`config.mk`:
```
export PLATFORM = sky130hd
export DESIGN_NAME = ddrf_framer
export DESIGN_NICKNAME = d
export VERILOG_FILES = /design/src/rtl/ddrf_pkg.sv /design/src/rtl/ddrf_len_dec.sv /design/src/rtl/ddrf_align.sv /design/src/rtl/ddrf_frame_gen.sv /design/src/rtl/ddrf_framer.sv
export SDC_FILE = /design/constraint.sdc
export NUM_CORES = 1
export LEC_CHECK = 0
export ABC_CLOCK_PERIOD_IN_PS = 6100
export BUFFER_PORTS_ARGS = -buffer_cell sky130_fd_sc_hd__buf_2
export CORE_ASPECT_RATIO = 1.25
export CORE_MARGIN = 8
export CORE_UTILIZATION = 55
export CTS_CLUSTER_SIZE = 12
export DETAILED_ROUTE_END_ITERATION = 12
export HOLD_SLACK_MARGIN = 0.02
export MAX_ROUTING_LAYER = met4
export PLACE_DENSITY = 0.83
export SLEW_MARGIN = 20
export SYNTH_ARGS = -nofsm -noshare
export SYNTH_HDL_FRONTEND = slang
export SYNTH_HIERARCHICAL = 1
export SYNTH_SLANG_ARGS = --single-unit
```
`constraint.sdc`:
```
create_clock -name clk -period 6.1 [get_ports clk]
set_input_delay 0.61 -clock clk [delete_from_list [all_inputs] [get_ports clk]]
set_output_delay 0.61 -clock clk [all_outputs]
set_load 0.05 [all_outputs]
```
`src/rtl/ddrf_pkg.sv`:
```
package ddrf_pkg;

    // Word length for a select code, clamped to the widest supported word.
    function automatic int word_len(input int code, input int min_w, input int max_w);
        int w;
        w = min_w + 2 * code;
        return (w > max_w) ? max_w : w;
    endfunction

endpackage

```
`src/rtl/ddrf_len_dec.sv`:
```
module ddrf_len_dec #(
    parameter int MIN_W = 8,
    parameter int MAX_W = 14,
    parameter int SEL_W = 2,
    parameter int WL_W  = 4,
    parameter int CNT_W = 3
) (
    input  logic [SEL_W-1:0] sel,
    output logic [WL_W-1:0]  wlen,
    output logic [CNT_W-1:0] last,
    output logic [WL_W-1:0]  shamt
);
    int w_i;

    assign w_i   = ddrf_pkg::word_len(int'(sel), MIN_W, MAX_W);
    assign wlen  = WL_W'(w_i);
    assign last  = CNT_W'(w_i / 2 - 1);
    assign shamt = WL_W'(MAX_W - w_i);
endmodule

```
`src/rtl/ddrf_align.sv`:
```
module ddrf_align #(
    parameter int MAX_W = 14,
    parameter int WL_W  = 4
) (
    input  logic [MAX_W-1:0] word,
    input  logic [WL_W-1:0]  shamt,
    output logic [MAX_W-1:0] msbj
);
    // Left-justify: bits above the word length fall off the top.
    assign msbj = word << shamt;
endmodule

```
`src/rtl/ddrf_frame_gen.sv`:
```
module ddrf_frame_gen #(
    parameter int CNT_W = 3,
    parameter int WL_W  = 4
) (
    input  logic [CNT_W-1:0] cnt,
    input  logic [WL_W-1:0]  wlen,
    output logic [1:0]       fr
);
    // fr[0]: high half (slot 2c), fr[1]: low half (slot 2c+1)
    for (genvar h = 0; h < 2; h++) begin : g_half
        assign fr[h] = (4 * int'(cnt) + 2 * h) < int'(wlen);
    end
endmodule

```
`src/rtl/ddrf_framer.sv`:
```
module ddrf_framer #(
    parameter int MIN_W = 8,
    parameter int MAX_W = 14,
    parameter int SEL_W = 2
) (
    input  logic             clk,
    input  logic             rst_n,
    input  logic [MAX_W-1:0] word_in,
    input  logic [SEL_W-1:0] len_sel,
    output logic             d_rise,
    output logic             d_fall,
    output logic             fr_rise,
    output logic             fr_fall,
    output logic             bclk_en
);
    localparam int WL_W  = $clog2(MAX_W + 1);
    localparam int CNT_W = $clog2(MAX_W / 2);

    typedef struct packed {
        logic [CNT_W-1:0] cnt;
        logic [CNT_W-1:0] last;
        logic [WL_W-1:0]  wlen;
        logic [MAX_W-1:0] sh;
        logic             d_rise;
        logic             d_fall;
        logic             fr_rise;
        logic             fr_fall;
        logic             en;
    } st_t;

    st_t st_d, st_q;

    logic [WL_W-1:0]  dec_wlen, dec_shamt, wlen_nx;
    logic [CNT_W-1:0] dec_last, cnt_nx;
    logic [MAX_W-1:0] msbj;
    logic [1:0]       fr_nx;
    logic             load;

    ddrf_len_dec #(
        .MIN_W(MIN_W), .MAX_W(MAX_W), .SEL_W(SEL_W), .WL_W(WL_W), .CNT_W(CNT_W)
    ) u_dec (
        .sel  (len_sel),
        .wlen (dec_wlen),
        .last (dec_last),
        .shamt(dec_shamt)
    );

    ddrf_align #(.MAX_W(MAX_W), .WL_W(WL_W)) u_align (
        .word (word_in),
        .shamt(dec_shamt),
        .msbj (msbj)
    );

    // Boundary: first edge after reset or end of the current word.
    always_comb begin
        load    = !st_q.en || (st_q.cnt == st_q.last);
        cnt_nx  = load ? '0 : st_q.cnt + CNT_W'(1);
        wlen_nx = load ? dec_wlen : st_q.wlen;
    end

    ddrf_frame_gen #(.CNT_W(CNT_W), .WL_W(WL_W)) u_frame (
        .cnt (cnt_nx),
        .wlen(wlen_nx),
        .fr  (fr_nx)
    );

    always_comb begin
        st_d         = st_q;
        st_d.cnt     = cnt_nx;
        st_d.wlen    = wlen_nx;
        st_d.en      = 1'b1;
        st_d.fr_rise = fr_nx[0];
        st_d.fr_fall = fr_nx[1];
        if (load) begin
            st_d.last   = dec_last;
            st_d.d_rise = msbj[MAX_W-1];
            st_d.d_fall = msbj[MAX_W-2];
            st_d.sh     = msbj << 2;
        end else begin
            st_d.d_rise = st_q.sh[MAX_W-1];
            st_d.d_fall = st_q.sh[MAX_W-2];
            st_d.sh     = st_q.sh << 2;
        end
    end

    always_ff @(posedge clk) begin
        if (!rst_n) st_q <= '0;
        else        st_q <= st_d;
    end

    assign d_rise  = st_q.d_rise;
    assign d_fall  = st_q.d_fall;
    assign fr_rise = st_q.fr_rise;
    assign fr_fall = st_q.fr_fall;
    assign bclk_en = st_q.en;
endmodule

```
==> key figures <==
Cells and area
  – Finished Core Util: 0.575
  – Most frequent cells in the layout: dfxtp_1 (27), nand2_1 (23), buf_2 (22)
  – Footprint of the multi-input gates: approximately 1500 µm²
  – Register area: 541 µm²
  – Layout fillers: about 390
  – Layout cells sized above 1: 0.165
  – Layout Nets: 296
  – Most common cell after layout, fill and taps aside: dfxtp_1
  – Area grow syn2layout: 2.54%
  – Ant. Diodes: 0

Yosys
  – Synth area leader: dfxtp_1
  – Synth cell types: 42
  – Primary FF master, synth: dfxtp_1
  – Post-synth EDFFs: 0
  – Synth async-reset ratio: 0
  – Synth Area per Inst: 8.23 µm²
  – Post-Syn Instances: ~280
  – Synth Warn #: 6
  – Sequential share of the synthesized area: 0.239
  – Area contributors post-synth: dfxtp_1 (24%), mux2i_1 (8.4%), or4_1 (6.0%)
  – Top cell type's share of synthesized area: 0.239
  – Number of synthesized register bits: 27
  – Mapped cell area: 2260 µm²

Floorplanning
  – Chip width: 73.4 µm
  – Num rows: 26
  – Io pins: 23
  – DIE AREA: 6430 µm²
  – Die Ht: 87.7 µm
  – Starting Density: 0.561
  – Core box area: slightly above 4000 µm²

Setup path
  – Worst EP arrival: 2.86 ns
  – Worst setup EP type: register
  – Crit start category: register
  – Crit-path max FO: 39
  – CP required: 6.33 ns
  – CP Class: reg2reg

Route
  – 1st-iter DRT viols: 201
  – DRT Wirelength: around 5 mm
  – Vias: 2001
  – WL per Instance: 14.8 µm
  – Antenna viol nets, final: 0
  – DRC Markers: 0
  – Vias/cell: between 6 and 7
  – DRT Pass-1 Iters: 4

Timing
  – Slew headroom: 0.441
  – Endpoints failing hold: 0
  – Worst-margin pin slew: 0.838 ns
  – Fin worst setup slack: roughly 3.5 ns
  – Setup Skew: approximately 0.0094 ns
  – Fin. max-slew vios: 0
  – Period minus WS final: 2.63 ns
  – RSZ-0062 raised after global routing: no
  – Final setup fails: 0
  – Final period utilization: 0.431
  – Max Freq: 381 MHz
  – Hold_ws: about 0.55 ns
  – Final setup TNS: 0 ns

Place
  – PortBufs: 22
  – Placer Congestion: 0.812
  – DPL Wire Length: 3.33 mm
  – Post-place setup slack: 3.43 ns

Global route
  – Grt ovf: 0
  – First-pass GRT wire length: between 8 and 9 mm
  – Number of global-route vias before repair: 1792
  – GRT Overall Usage: 0.162
  – Initial antenna violation count: 0
  – Largest net degree at the start of global routing: 59

Clock tree
  – CTS tree: yes
  – CTS Root Cell: clkbuf_8
  – Hold buffer count at cts: 0
  – Worst-case clock buffer depth: 2
  – CTS sink count: 27
  – H-tree Lvls: 1
  – Num CTS Buffers: 3
  – Worst-path clk slew: 0.10 ns
  – Clk_lat worst skew: 0.28 ns
  – Post-CTS resize count: 0
  – Postcts setup bufs: 0

Power
  – Pwr dens: approximately 240 nW/µm²
  – Peak supply drop: 0.0879 mV
  – Leakage: 1.05 nW

Status
  – Status: completed

Min path
  – Hold Crit Class: reg2reg

Run
  – Max-cap violations: 0
==> synthesized netlist by cell type (2+ instances only) <==
master	instances
inv_1	10
dfxtp_1	27
a32oi_1	15
mux2_4	2
nor3_1	5
mux4_2	3
or4_1	18
mux2i_1	19
xor2_2	2
buf_6	6
ha_1	4
nor2_1	13
buf_2	5
mux4_1	2
a211oi_1	2
nand2_1	23
and2_1	2
a31oi_1	2
nor2b_1	5
a22oi_1	3
nand3_1	18
conb_1	2
buf_4	9
nand2b_1	2
clkbuf_1	13
a21oi_1	4
and3_1	20
mux2_2	5
o21ai_0	21
==> final timing paths <==
kind / to / depth (start not counted) / slack [ns] / from
worst min register to register: st_q[26] / 1 / 0.55 / st_q[26]
worst max register to register: fr_fall / 9 / 3.47 / st_q[25]
worst max-delay path: fr_fall / 9 / 3.47 / st_q[25]
worst min-delay path: st_q[26] / 1 / 0.55 / st_q[26]
==> where the power goes <==
group	internal, mW	leakage [nW]	switching [mW]
sequential	0.202	0.223	0.0119
combinational	0.0798	0.799	0.149
clock	0.0459	0.0255	0.0580
total	0.327	1.05	0.219
==> sequential cells by signal, indices dropped and copies added, names as in the netlist <==
name,count
st_q,22
bclk_en,1
d_fall,1
d_rise,1
fr_fall,1
fr_rise,1
==> critical path, cell delays in order (launching register included) <==
cell and delay, ns:
dfxtp_1 0.35, xor2_2 0.17, buf_4 0.23, o31ai_4 0.62
mux2_2 0.27, inv_1 0.05, ha_1 0.32, a211o_1 0.27
a31oi_1 0.13, and2_1 0.13
==> routing by layer <==
metal / track usage / routed length, µm / vias up
met4: 0.0601 / 70 / 0
li1: - / - / 1004
met1: 0.173 / 2190 / 950
met3: 0.0263 / 192 / 4
met5: - / 0 / -
met2: 0.289 / 2430 / 43
==> stage by stage <==
stage               power (mW)  instance area, µm²  std cells
finish                   0.546                2320        329
floorplan                0.416                2270        277
detailed placement       0.443                2270        325
global placement         0.438                2270        325
global route             0.578                2320        329
CTS                      0.545                2320        329
==> cell families (layout without fill, tap and decap cells) <==
family	after synthesis	in the layout	share of synthesized area
DFF	27	27	0.239
muxes	31	31	0.175
and+or+nand+nor	109	109	0.261
other	2	4	0.00332
buffers and inverters	44	40	0.111
AOI/OAI and AO/OA	54	54	0.166
xor gates and xnor gates	4	4	0.0221
adders and majority gates	4	4	0.0221
==> final cells by class <==
class | instances | area share
Tap cell | 56 | 0.0302
Multi-Input combinational cell | 206 | 0.640
Timing Repair Buffer | 26 | 0.0604
Inverter | 10 | 0.0162
Clock buffer | 3 | 0.0178
Sequential cell | 27 | 0.233
Clock inverter | 1 | 0.00216
No activity file was read; power rests on OpenSTA's default activity.
